==> src/rtl/hbus_evt_pkg.sv <==
package hbus_evt_pkg;

    localparam int REG_W     = 8;
    localparam int NUM_FLAGS = 4;

    // flag index == control enable bit == (status bit - NUM_FLAGS)
    localparam int FLG_WR_DONE = 0;
    localparam int FLG_RD_DONE = 1;
    localparam int FLG_BUS_ON  = 2;
    localparam int FLG_BUS_OFF = 3;

    // level positions in the status word
    localparam int LVL_RD   = 0;
    localparam int LVL_BUSY = 1;
    localparam int LVL_HSK  = 2;
    localparam int LVL_BAV  = 3;

    typedef struct packed {
        logic                 busy;
        logic                 rd;
        logic [NUM_FLAGS-1:0] flags;
        logic [REG_W-1:0]     ctrl;
        logic                 irq;
    } evt_state_t;

endpackage

==> src/rtl/hbus_glitch_filter.sv <==
module hbus_glitch_filter #(
    parameter int             WIDTH   = 2,
    parameter logic [WIDTH-1:0] RST_VAL = '1
) (
    input  logic             clk,
    input  logic             rst_n,
    input  logic [WIDTH-1:0] raw,
    output logic [WIDTH-1:0] filt
);

    typedef struct packed {
        logic [WIDTH-1:0] smp;
        logic [WIDTH-1:0] filt;
    } flt_state_t;

    flt_state_t st_d, st_q;

    always_comb begin
        st_d     = st_q;
        st_d.smp = raw;
    end

    // each lane accepts a level only when it matches the previous sample
    for (genvar g = 0; g < WIDTH; g++) begin : g_lane
        logic agree;
        assign agree = (raw[g] == st_q.smp[g]);
        always_comb begin
            st_d_lane[g] = agree ? raw[g] : st_q.filt[g];
        end
    end

    logic [WIDTH-1:0] st_d_lane;

    always_ff @(posedge clk or negedge rst_n) begin
        if (!rst_n) begin
            st_q.smp  <= RST_VAL;
            st_q.filt <= RST_VAL;
        end else begin
            st_q.smp  <= st_d.smp;
            st_q.filt <= st_d_lane;
        end
    end

    assign filt = st_q.filt;

    // a filtered bit only moves to a level seen on raw at the two prior edges
    a_r1_two_edge_hold: assert property (@(posedge clk) disable iff (!rst_n)
        ((st_q.filt ^ $past(st_q.filt)) &
         ((st_q.filt ^ $past(raw)) | (st_q.filt ^ $past(raw, 2)))) == '0);

endmodule

==> src/rtl/hbus_edge_tracker.sv <==
module hbus_edge_tracker #(
    parameter int               WIDTH   = 3,
    parameter logic [WIDTH-1:0] RST_VAL = '1
) (
    input  logic             clk,
    input  logic             rst_n,
    input  logic [WIDTH-1:0] sig,
    output logic [WIDTH-1:0] rise,
    output logic [WIDTH-1:0] fall
);

    logic [WIDTH-1:0] prev_d, prev_q;

    always_comb begin
        prev_d = sig;
    end

    always_ff @(posedge clk or negedge rst_n) begin
        if (!rst_n) prev_q <= RST_VAL;
        else        prev_q <= prev_d;
    end

    for (genvar g = 0; g < WIDTH; g++) begin : g_edge
        assign rise[g] =  sig[g] & ~prev_q[g];
        assign fall[g] = ~sig[g] &  prev_q[g];
    end

endmodule

==> src/rtl/hbus_evt_irq.sv <==
module hbus_evt_irq
    import hbus_evt_pkg::*;
(
    input  logic             clk,
    input  logic             rst_n,
    input  logic             bav_in,
    input  logic             hsk_in,
    input  logic             wr_busy_in,
    input  logic             rd_phase_in,
    input  logic             ctrl_we,
    input  logic [REG_W-1:0] ctrl_wdata,
    output logic [REG_W-1:0] ctrl_rdata,
    input  logic             stat_re,
    output logic [REG_W-1:0] stat_rdata,
    output logic             irq
);

    localparam int LINES = 2;   // bav, hsk
    localparam int EDGES = 3;   // busy, rd, bav

    evt_state_t st_d, st_q;

    logic [LINES-1:0] filt;
    logic             bav_f, hsk_f;
    logic [EDGES-1:0] rise_v, fall_v;
    logic [NUM_FLAGS-1:0] set_evt;
    logic             unused_rise;

    hbus_glitch_filter #(
        .WIDTH   (LINES),
        .RST_VAL ('1)
    ) i_filter (
        .clk   (clk),
        .rst_n (rst_n),
        .raw   ({bav_in, hsk_in}),
        .filt  (filt)
    );

    assign bav_f = filt[1];
    assign hsk_f = filt[0];

    hbus_edge_tracker #(
        .WIDTH   (EDGES),
        .RST_VAL ('1)
    ) i_edges (
        .clk   (clk),
        .rst_n (rst_n),
        .sig   ({bav_f, st_q.rd, st_q.busy}),
        .rise  (rise_v),
        .fall  (fall_v)
    );

    assign unused_rise = ^rise_v[1:0];

    always_comb begin
        set_evt              = '0;
        set_evt[FLG_WR_DONE] = fall_v[0];
        set_evt[FLG_RD_DONE] = fall_v[1];
        set_evt[FLG_BUS_ON]  = rise_v[2];
        set_evt[FLG_BUS_OFF] = fall_v[2];
    end

    always_comb begin
        st_d       = st_q;
        st_d.busy  = wr_busy_in;
        st_d.rd    = rd_phase_in;
        // a new event wins over the acknowledge of the same cycle
        st_d.flags = (stat_re ? '0 : st_q.flags) | set_evt;
        if (ctrl_we) st_d.ctrl = ctrl_wdata;
        st_d.irq   = |(st_d.flags & st_d.ctrl[NUM_FLAGS-1:0]);
    end

    always_ff @(posedge clk or negedge rst_n) begin
        if (!rst_n) begin
            st_q.busy  <= 1'b1;
            st_q.rd    <= 1'b1;
            st_q.flags <= '1;
            st_q.ctrl  <= '0;
            st_q.irq   <= 1'b0;
        end else begin
            st_q <= st_d;
        end
    end

    always_comb begin
        stat_rdata                     = '0;
        stat_rdata[REG_W-1:NUM_FLAGS]  = st_q.flags;
        stat_rdata[LVL_BAV]            = bav_f;
        stat_rdata[LVL_HSK]            = hsk_f;
        stat_rdata[LVL_BUSY]           = st_q.busy;
        stat_rdata[LVL_RD]             = st_q.rd;
    end

    assign ctrl_rdata = st_q.ctrl;
    assign irq        = st_q.irq;

    // bus-on flag only newly appears after filtered bav rose
    a_r3_on_after_rise: assert property (@(posedge clk) disable iff (!rst_n)
        $rose(st_q.flags[FLG_BUS_ON]) |-> ($past(bav_f) && !$past(bav_f, 2)));

    // bus-off flag only newly appears after filtered bav fell
    a_r3_off_after_fall: assert property (@(posedge clk) disable iff (!rst_n)
        $rose(st_q.flags[FLG_BUS_OFF]) |-> (!$past(bav_f) && $past(bav_f, 2)));

    // write-done flag only newly appears after busy fell
    a_r4_wr_after_fall: assert property (@(posedge clk) disable iff (!rst_n)
        $rose(st_q.flags[FLG_WR_DONE]) |-> (!$past(st_q.busy) && $past(st_q.busy, 2)));

    // a quiet read leaves no flag and no interrupt
    a_r5_read_clears: assert property (@(posedge clk) disable iff (!rst_n)
        ($past(stat_re) && ($past(set_evt) == '0)) |-> (st_q.flags == '0 && !irq));

    // interrupt always has an enabled cause visible on the ports
    a_r6_irq_cause: assert property (@(posedge clk) disable iff (!rst_n)
        irq |-> ((stat_rdata[REG_W-1:NUM_FLAGS] & ctrl_rdata[NUM_FLAGS-1:0]) != '0));

    // without a read or enable change the interrupt holds
    a_r10_irq_holds: assert property (@(posedge clk) disable iff (!rst_n)
        (irq && !stat_re && !ctrl_we) |=> irq);

endmodule

==> config.mk <==
export PLATFORM = sky130hd
export DESIGN_NAME = hbus_evt_irq
export DESIGN_NICKNAME = d
export VERILOG_FILES = /design/src/rtl/hbus_evt_pkg.sv /design/src/rtl/hbus_glitch_filter.sv /design/src/rtl/hbus_edge_tracker.sv /design/src/rtl/hbus_evt_irq.sv
export SDC_FILE = /design/constraint.sdc
export NUM_CORES = 1
export LEC_CHECK = 0
export BUFFER_PORTS_ARGS = -buffer_cell sky130_fd_sc_hd__buf_4
export CORE_UTILIZATION = 45
export CTS_BUF_LIST = sky130_fd_sc_hd__clkbuf_2 sky130_fd_sc_hd__clkbuf_4 sky130_fd_sc_hd__clkbuf_8
export DETAILED_ROUTE_END_ITERATION = 7
export GPL_TIMING_DRIVEN = 0
export PLACE_DENSITY = 0.85
export SKIP_LAST_GASP = 1
export SLEW_MARGIN = 15
export SYNTH_ARGS = -nofsm -noshare
export SYNTH_HDL_FRONTEND = slang
export SYNTH_HIERARCHICAL = 1
export SYNTH_SLANG_ARGS = --single-unit
==> constraint.sdc <==
create_clock -name clk -period 1.1 [get_ports clk]
set_input_delay 0.22 -clock clk [delete_from_list [all_inputs] [get_ports clk]]
set_output_delay 0.22 -clock clk [all_outputs]
set_load 0.005 [all_outputs]
# Word level (Yosys, flattened, before mapping)
# Index checks and enable logic that the tools add are counted.
[totals]
register_bits = 22
output_inout_bits = 17
wordCells = 25
[classes]
n_eq_ne = 2
n_mux = 2
n_bitwise = 10
n_reduce_logical = 1
[ops]
columns = ["op", "count"]
rows = [
  ["2-to-1 mux 4 bit", 2],
  ["AND 1 bit", 4],
  ["AND 4 bit", 1],
  ["inverter 1 bit", 4],
  ["bitwise OR 4 bit", 1],
  ["OR reduction 4 bit", 1],
  ["equality test 1 bit", 2],
]

# Logic depth before layout (Yosys ltp)
# Gate-level depths: netlist (run 1).
[depth]
word_depth = 5
mapped_depth = 4

# Cells and area by module
# The synthesis (run 1) kept the hierarchy.
[by_module_without_submodules]
columns = ["module", "instances", "cells_each", "area_each_um2"]
rows = [
  ["hbus_evt_irq", 1, 37, 586.8],
  ["hbus_glitch_filter", 1, 8, 142.6],
  ["hbus_edge_tracker", 1, 9, 116.4],
]

# Worst setup path after synthesis (run 1)
# Ideal clock, no wire load.
[synth_path]
kind = "register -> register"
from = "reg, netlist name i_filter/filt[1]"
to = "reg st_q (netlist bit stat_rdata[7])"
setup_ps = 84
t_arrival_ps = 953
slack_ps = 62
path_stages_with_launch = 4
n_path_buf = 1
synth_period_minus_slack_ps = 1038
cell_sequence = "dfstp_2 buf_4 nor2b_1 or2_2"
[synth_lines]
columns = ["element", "line", "text"]
rows = [
  ["end signal, assigned", "hbus_evt_irq.sv:81", "st_q <= st_d;"],
  ["end, declared", "hbus_evt_irq.sv:21", "evt_state_t st_d, st_q;"],
]

# Final worst setup path (run 1)
[layout_path]
from = "reg st_q (netlist bit stat_rdata[0])"
to = "out stat_rdata[0]"
[layout_lines]
columns = ["element", "line", "text"]
rows = [
  ["end, declared", "hbus_evt_irq.sv:14", "output logic [REG_W-1:0] stat_rdata,"],
]
# No word-level cell between the ends.

==> results of run 1 <==
-- final cells by class --
class	count	area, sq um
clock buffer	4	36.3
timing repair buffer	40	338
tap	25	31.3
buffer	1	11.3
multi-input combinational	27	243
fill	128	500
sequential	22	567
-- routing by layer --
layer / wire, um / GRT usage (%)
met4: 18 / 9.09
met2: 739 / 27.5
met5: 0 / 0
met3: 120 / 2.80
met1: 576 / 17.4
-- where the power goes --
group / switching, uW / internal [uW] / total, uW
logic: 114 / 231 / 345
registers: 41.1 / 916 / 957
clock network: 226 / 202 / 428
total: 381 / 1350 / 1730
-- worst paths after layout --
check / cells past startpoint / startpoint / end / slack, ns
min in group asynchronous: 2 / rst_n / irq$_DFF_PN0_ / 0.33
worst min-delay path: 1 / bav_in / i_filter/st_q[3]$_DFF_PN1_ / 0.02
worst max-delay path: 1 / stat_rdata[0]$_DFF_PN1_ / stat_rdata[0] / -0.07
max in group asynchronous: 2 / rst_n / i_filter/st_q[2]$_DFF_PN1_ / 0.50
worst max register to register: 3 / i_filter/filt[1]$_DFFE_PN1N_ / stat_rdata[7]$_DFF_PN1_ / 0.02
worst min register to register: 1 / ctrl_rdata[5]$_DFFE_PN0P_ / ctrl_rdata[5]$_DFFE_PN0P_ / 0.50
-- registers in the layout, indices dropped and copies added, names as in the netlist --
name,cells
i_filter/st_q,2
stat_rdata,6
i_edges/prev_q,3
irq,1
i_filter/filt,2
ctrl_rdata,8
-- per-stage QoR --
stage | setup slack, ns | utilization [%] | hold WS (ns) | instance area (sq um) | instances
5_1_grt | -0.108 | 71.0 | 0.00300 | 1230 | 119
6_report | -0.0714 | 71.0 | 0.0249 | 1230 | 119
2_1_floorplan | 0.0622 | - | -0.0756 | 833 | 52
3_3_place_gp | 0.0456 | 63.6 | 0.110 | 1100 | 108
4_1_cts | -0.0865 | 69.6 | 0.00580 | 1200 | 117
3_5_place_dp | 0.0253 | 63.6 | 0.116 | 1100 | 108
-- placed cells by master (no fill, tap or decap), drive strengths merged --
| master | instances |
|---|---|
| buf | 38 |
| clkbuf | 4 |
| dfrtp | 9 |
| dfstp | 13 |
| dlygate4sd3 | 3 |
| maj3 | 2 |
| mux2 | 8 |
| nand4 | 1 |
| nor2b | 8 |
| o21ai | 4 |
| or2 | 4 |
-- what timing repair did --
item	4_1_cts	5_1_grt
pin swaps	0	2
buffers inserted	5	1
gates cloned	0	0
hold buffers	2	1
resized for setup	7	2
hold endpoints to repair	10	1
endpoints found under the setup margin	8	11
==> flow_metrics.env, run 1 <==
export IMPL_status="finished, violations left"
export IMPL_violations="negative setup slack"
export IMPL_ant_nets=0
export IMPL_path_max_fanout=2
export IMPL_tns_ns=-0.511
export IMPL_antenna_found_initial=0
export IMPL_skew_ns=0.00109
export IMPL_drt_iter0_drc=1
export IMPL_grt_max_degree=23
export IMPL_critPathSlowestCell="dfstp_2"
export IMPL_drc_errors=0
export IMPL_arrival_ns=0.95
export IMPL_grt_pass1_vias=542
export IMPL_die_x_um=45.0
export IMPL_num_vias=533
export IMPL_port_buffers=31
export IMPL_tightest_slew_ns=0.260
export IMPL_yosysWarnings=6
export IMPL_period_share_pct=106
export IMPL_syn_inst=52
export IMPL_diodes=0
export IMPL_crit_required_ns=0.88
export IMPL_area_delta_synth_final_pct=47.1
export IMPL_grt_pass1_wl_um=2190
export IMPL_netlist_area_sq_um=833
export IMPL_path_class="register to output pin"
export IMPL_dieArea_sq_mm=0.00203
export IMPL_cts_sinks=22
export IMPL_io_pins=33
export IMPL_drive_above_1_share_pct=72.3
export IMPL_chipHeight_um=45.0
export IMPL_start_kind="register"
export IMPL_wl_per_cell_um=12.2
export IMPL_pwr_density_cell_mw_per_mm2=1410
export IMPL_total_power_uw=1730
export IMPL_slew_viol_final=0
export IMPL_finalWirelength_um=1450
export IMPL_finalNetCount=111
export IMPL_insertion_delay_ns=0.30
export IMPL_std_cell_rows=15
export IMPL_drt_pass1_iterations=2
export IMPL_root_buffer="clkbuf_4"
export IMPL_max_cap_violations=0
export IMPL_crit_family="flip-flops"
export IMPL_cts_tree="built"
export IMPL_max_slew_margin_rel_pct=82.7
export IMPL_rsz0062_at_grt="yes"
export IMPL_routabilityCongestion=0.670
export IMPL_start_util_pct=48.3
export IMPL_clk_path_buf_depth=2
export IMPL_leakagePower_uw=0.000567
export IMPL_core_area_sq_mm=0.00173
export IMPL_cp_end_kind="output pin"
export IMPL_grt_overflow_total=0
export IMPL_setup_violations=8
export IMPL_hold_class="primary input to register"
export IMPL_grt_usage_pct=15.6
export IMPL_max_freq_ghz=0.854
export IMPL_crit_chain="buf_6"
export IMPL_vias_per_cell=4.48
export IMPL_cts_made_buffers=3
export IMPL_ir_worst_vdd_mv=0.908
export IMPL_period_needed_ns=1.17
export IMPL_synth_fp_nets=68
export IMPL_synth_area_per_cell_sq_um=16.0
export IMPL_cp_num_buf_inv=1
export IMPL_hold_viol=0
export IMPL_setup_ws_ns=-0.0714
export IMPL_max_stage_delay_ns=0.56
export IMPL_clk_pin_slew_worst_paths_ns=0.11
export IMPL_cts_htree_levels=1
(Power assumes the default switching activity.)
==> inputs of run 2 (changes only) <==
--- a/constraint.sdc
+++ b/constraint.sdc
@@ -3,2 +3,2 @@
 set_output_delay 0.22 -clock clk [all_outputs]
-set_load 0.005 [all_outputs]
+set_load 0.05 [all_outputs]
==> run 2 against run 1 <==
  * The flow still finishes with violations (negative setup slack)
  * Combinational power rose by 86%
  * Fmax fell by 7.2%
  * Die area did not move
  * Total power rose by 28%
  * Critical path depth did not move
  * Final cell count did not move
  * Wire length rose by 6.0%
  * Count of clock-buffer cells in the layout fell by 1
  * Clock skew rose by 0.0070 ns
  * Largest power group unchanged
==> flow_metrics.env, run 2 (synthesized netlist as in run 1, its figures left out) <==
export IMPL_status="finished, violations left"
export IMPL_violations="negative setup slack"
export IMPL_hold_class="primary input to register"
export IMPL_num_vias=543
export IMPL_drt_pass1_iterations=2
export IMPL_grt_pass1_vias=547
export IMPL_grt_max_degree=23
export IMPL_setup_ws_ns=-0.162
export IMPL_cts_made_buffers=3
export IMPL_antenna_found_initial=0
export IMPL_tightest_slew_ns=0.262
export IMPL_cts_htree_levels=1
export IMPL_period_needed_ns=1.26
export IMPL_area_delta_synth_final_pct=60.4
export IMPL_grt_usage_pct=17.0
export IMPL_routabilityCongestion=0.722
export IMPL_max_cap_violations=0
export IMPL_crit_required_ns=0.88
export IMPL_finalNetCount=111
export IMPL_wl_per_cell_um=12.9
export IMPL_rsz0062_at_grt="yes"
export IMPL_pre_cts_slack_ns=0.0451
export IMPL_finalWirelength_um=1540
export IMPL_final_common_cell="buf_4"
export IMPL_largest_reg_flops=8
export IMPL_hold_viol=0
export IMPL_drc_errors=0
export IMPL_clk_path_buf_depth=2
export IMPL_path_class="register to output pin"
export IMPL_start_util_pct=48.3
export IMPL_root_buffer="clkbuf_4"
export IMPL_chipHeight_um=45.0
export IMPL_diodes=0
export IMPL_std_cell_rows=15
export IMPL_layout_common_cells="18 x buf_4, 13 x dfstp_2, 11 x buf_6"
export IMPL_core_area_sq_mm=0.00173
export IMPL_dp_hpwl_um=979
export IMPL_ant_nets=0
export IMPL_critPathSlowestCell="dfstp_2"
export IMPL_post_dp_cell_area_sq_mm=0.00112
export IMPL_max_freq_ghz=0.792
export IMPL_cts_tree="built"
export IMPL_vias_per_cell=4.56
export IMPL_dp_cells=108
export IMPL_period_share_pct=115
export IMPL_crit_chain="buf_8"
export IMPL_path_max_fanout=4
export IMPL_cp_end_kind="output pin"
export IMPL_grt_overflow_total=0
export IMPL_drive_above_1_share_pct=81.9
export IMPL_start_kind="register"
export IMPL_grt_pass1_wl_um=2380
export IMPL_dieArea_sq_mm=0.00203
export IMPL_clk_pin_slew_worst_paths_ns=0.11
export IMPL_leakagePower_uw=0.000598
export IMPL_insertion_delay_ns=0.30
export IMPL_max_slew_margin_rel_pct=82.5
export IMPL_arrival_ns=1.04
export IMPL_die_x_um=45.0
export IMPL_drt_iter0_drc=1
export IMPL_nFillCells=115
export IMPL_port_buffers=31
export IMPL_pwr_density_cell_mw_per_mm2=1660
export IMPL_skew_ns=0.00807
export IMPL_cp_num_buf_inv=1
export IMPL_cts_sinks=22
export IMPL_max_stage_delay_ns=0.59
export IMPL_fin_cells=119
export IMPL_setup_violations=10
export IMPL_design_area_sq_mm=0.00134
export IMPL_tns_ns=-1.10
export IMPL_total_power_uw=2220
export IMPL_crit_family="flip-flops"
export IMPL_io_pins=33
export IMPL_slew_viol_final=0
export IMPL_ir_worst_vdd_mv=1.10
run 2: cell types whose count changed in the layout (fill, tap and decap cells not counted), moves of 4 or more:
| cell | previous run | this run |
|---|---|---|
| nor2b_2 | 0 | 5 |
| nor2b_1 | 8 | 3 |
| buf_4 | 29 | 18 |
| dfrtp_2 | 0 | 4 |
| buf_8 | 0 | 8 |
| dfrtp_1 | 9 | 5 |
run 2: cell type report:
class	count	area, sq um	area share [%]
plain buffers	1	11.3	0.843
well taps	25	31.3	2.34
clock inverters	1	30.0	2.25
multi-input cells	27	262	19.6
repair buffers	40	408	30.5
flip-flops and latches	22	572	42.8
clock buffers	3	22.5	1.69
run 2: metal layers:
| metal | vias up | global-route usage (%) | part of all wire, % |
|---|---|---|---|
| met1 | 267 | 21.1 | 40 |
| met2 | 17 | 26.7 | 54 |
| li1 | 257 | - | - |
| met4 | 0 | 12.1 | 1.4 |
| met3 | 2 | 3.20 | 3.9 |
| met5 | - | 0 | 0 |
run 2: timing repair:
item	in CTS	in global routing
buffers inserted	4	1
endpoints found under the hold margin	11	1
pin swaps	0	0
hold buffers	3	1
endpoints found under the setup margin	17	16
gates resized for setup	23	5
run 2: path summary, 6_finish.rpt:
check / startpoint / end / slack [ns] / depth (start not counted)
setup / recovery: i_filter/filt[1]$_DFFE_PN1N_ / stat_rdata[3] / -0.16 / 1
hold / removal: hsk_in / i_filter/st_q[2]$_DFF_PN1_ / 0.03 / 1
setup reg to reg: ctrl_rdata[2]$_DFF_PN0_ / irq$_DFF_PN0_ / 0.03 / 4
hold reg to reg: stat_rdata[0]$_DFF_PN1_ / i_edges/prev_q[1]$_DFF_PN1_ / 0.52 / 1
max in group asynchronous: rst_n / i_filter/st_q[2]$_DFF_PN1_ / 0.50 / 2
min in group asynchronous: rst_n / ctrl_rdata[0]$_DFF_PN0_ / 0.32 / 2
run 2: power by group:
group	leakage [uW]	switching (uW)	internal, uW
logic	0.000333	350	293
registers	0.000237	56.6	920
clock network	0.0000279	229	368
run 2: through the flow:
step                utilization [%]  hold slack (ns)
global route                   77.4           0.0132
global placement               64.9            0.112
CTS                            75.4          0.00349
finish                         77.4           0.0295
detailed placement             64.9            0.118
floorplan                         -          -0.0756
==> inputs of run 3 (changes only) <==
BUFFER_PORTS_ARGS = -buffer_cell sky130_fd_sc_hd__buf_2   (was -buffer_cell sky130_fd_sc_hd__buf_4)
==> run 3 against run 2 <==
  * The run still ends with negative setup slack left
  * Clock power decreased by 29%
  * Die area unchanged
  * Register-to-register slack got worse by 0.09 ns
  * Via count decreased by 0.74%
  * Clock skew decreased by 0.0045 ns
  * Design area decreased by 3.2%
  * Non-clock buffer count increased by 1
  * Sequential power about the same
  * Critical path depth unchanged
  * Total power decreased by 7.6%
  * Largest power group unchanged
==> flow_metrics.env, run 3 (synthesized netlist as in run 1, its figures left out) <==
export IMPL_status="finished, violations left"
export IMPL_grt_usage_pct=17.5
export IMPL_grt_pass1_wl_um=2510
export IMPL_io_pins=33
export IMPL_chipHeight_um=45.0
export IMPL_clk_pin_slew_worst_paths_ns=0.11
export IMPL_grt_overflow_total=0
export IMPL_arrival_ns=1.02
export IMPL_path_class="register to output pin"
export IMPL_grt_pass1_vias=578
export IMPL_cts_tree="built"
export IMPL_r2r_cells=5
export IMPL_wl_per_cell_um=12.9
export IMPL_drive_above_1_share_pct=83.2
export IMPL_setup_ws_ns=-0.137
export IMPL_max_cap_violations=0
export IMPL_rsz0062_at_grt="yes"
export IMPL_leakagePower_uw=0.000588
export IMPL_slew_viol_final=0
export IMPL_max_stage_delay_ns=0.57
export IMPL_diodes=0
export IMPL_post_dp_cell_area_sq_mm=0.00104
export IMPL_ant_nets=0
export IMPL_insertion_delay_ns=0.30
export IMPL_area_delta_synth_final_pct=55.3
export IMPL_max_freq_ghz=0.808
export IMPL_post_route_util_pct=74.9
export IMPL_final_common_cell="buf_2"
export IMPL_drt_iter0_drc=0
export IMPL_vias_per_cell=4.49
export IMPL_hold_viol=0
export IMPL_cts_htree_levels=1
export IMPL_finalWirelength_um=1550
export IMPL_cts_sinks=22
export IMPL_ir_worst_vdd_mv=1.08
export IMPL_skew_ns=0.00353
export IMPL_period_needed_ns=1.24
export IMPL_crit_required_ns=0.88
export IMPL_tightest_slew_ns=0.454
export IMPL_path_max_fanout=2
export IMPL_holdPathEnd="stat_rdata[1]$_DFF_PN1_"
export IMPL_dieArea_sq_mm=0.00203
export IMPL_num_vias=539
export IMPL_tns_ns=-1.12
export IMPL_hold_path_depth=1
export IMPL_max_slew_margin_rel_pct=69.7
export IMPL_r2r_end="irq$_DFF_PN0_"
export IMPL_reg2reg_from="i_filter/filt[1]$_DFFE_PN1N_"
export IMPL_antenna_found_initial=0
export IMPL_cp_end_kind="output pin"
export IMPL_std_cell_rows=15
export IMPL_crit_family="flip-flops"
export IMPL_largest_reg_flops=8
export IMPL_root_buffer="clkbuf_4"
export IMPL_cp_num_buf_inv=1
export IMPL_setup_violations=13
export IMPL_dp_hpwl_um=1040
export IMPL_cts_made_buffers=3
export IMPL_pre_cts_slack_ns=0.00832
export IMPL_violations="negative setup slack"
export IMPL_design_area_sq_mm=0.00129
export IMPL_port_buffers=31
export IMPL_start_util_pct=48.3
export IMPL_drt_pass1_iterations=1
export IMPL_drc_errors=0
export IMPL_period_share_pct=112
export IMPL_clk_path_buf_depth=2
export IMPL_regToRegSetupSlack_ns=-0.06
export IMPL_grt_max_degree=23
export IMPL_die_x_um=45.0
export IMPL_total_power_uw=2050
export IMPL_routabilityCongestion=0.707
export IMPL_pwr_density_cell_mw_per_mm2=1580
export IMPL_crit_chain="buf_8"
export IMPL_start_kind="register"
export IMPL_hold_class="primary input to register"
export IMPL_layout_common_cells="14 x buf_2, 13 x dfstp_2, 11 x buf_6"
export IMPL_finalNetCount=112
export IMPL_hold_start="wr_busy_in"
export IMPL_critPathSlowestCell="dfstp_2"
export IMPL_core_area_sq_mm=0.00173
## run 3: how the worst max path moves through the flow
| stage | startpoint | end | slack [ns] | cells after the start |
|---|---|---|---|---|
| floorplan | i_filter/filt[1]$_DFFE_PN1N_ | stat_rdata[7]$_DFF_PN1_ | -0.02 | 3 |
| global placement | i_filter/filt[1]$_DFFE_PN1N_ | stat_rdata[3] | 0.01 | 2 |
| detailed placement | i_filter/filt[1]$_DFFE_PN1N_ | stat_rdata[3] | 0.008 | 2 |
| CTS | i_filter/filt[1]$_DFFE_PN1N_ | stat_rdata[3] | -0.14 | 1 |
| global route | i_filter/filt[1]$_DFFE_PN1N_ | stat_rdata[3] | -0.17 | 1 |
| finish | i_filter/filt[1]$_DFFE_PN1N_ | stat_rdata[3] | -0.14 | 1 |
## run 3: metrics by stage
stage | cells | hold WS, ns
floorplan | 52 | -0.0756
global placement | 108 | 0.189
detailed placement | 108 | 0.201
CTS | 116 | 0.00811
global route | 120 | -0.00734
finish | 120 | 0.00891
## run 3: metal layers
layer  up-vias  routed length (um)  GRT usage (%)
li1        259                   -              -
met1       253                 592           20.5
met2        21                 836           29.9
met3         6                  72           3.20
met4         0                  48           10.3
met5         -                   0              0
## run 3: timing repair
action                     CTS  global route
setup buffers                5             3
setup endpoints to repair   17            20
hold endpoints to repair     9             1
pin swaps                    0             2
resized for setup           40             7
hold buffers                 1             1
## run 3: layout make-up
class | instances | area [sq um]
plain buffers | 1 | 11.3
clock buffers | 4 | 36.3
well taps | 25 | 31.3
multi-input cells | 27 | 268
repair buffers | 41 | 375
fillers | 119 | 433
flip-flops and latches | 22 | 572
## run 3: report_power, final
group          leakage, uW  internal (uW)  switching, uW
logic             0.000330            295            354
clock network    0.0000210            202            221
registers         0.000237            920           56.1
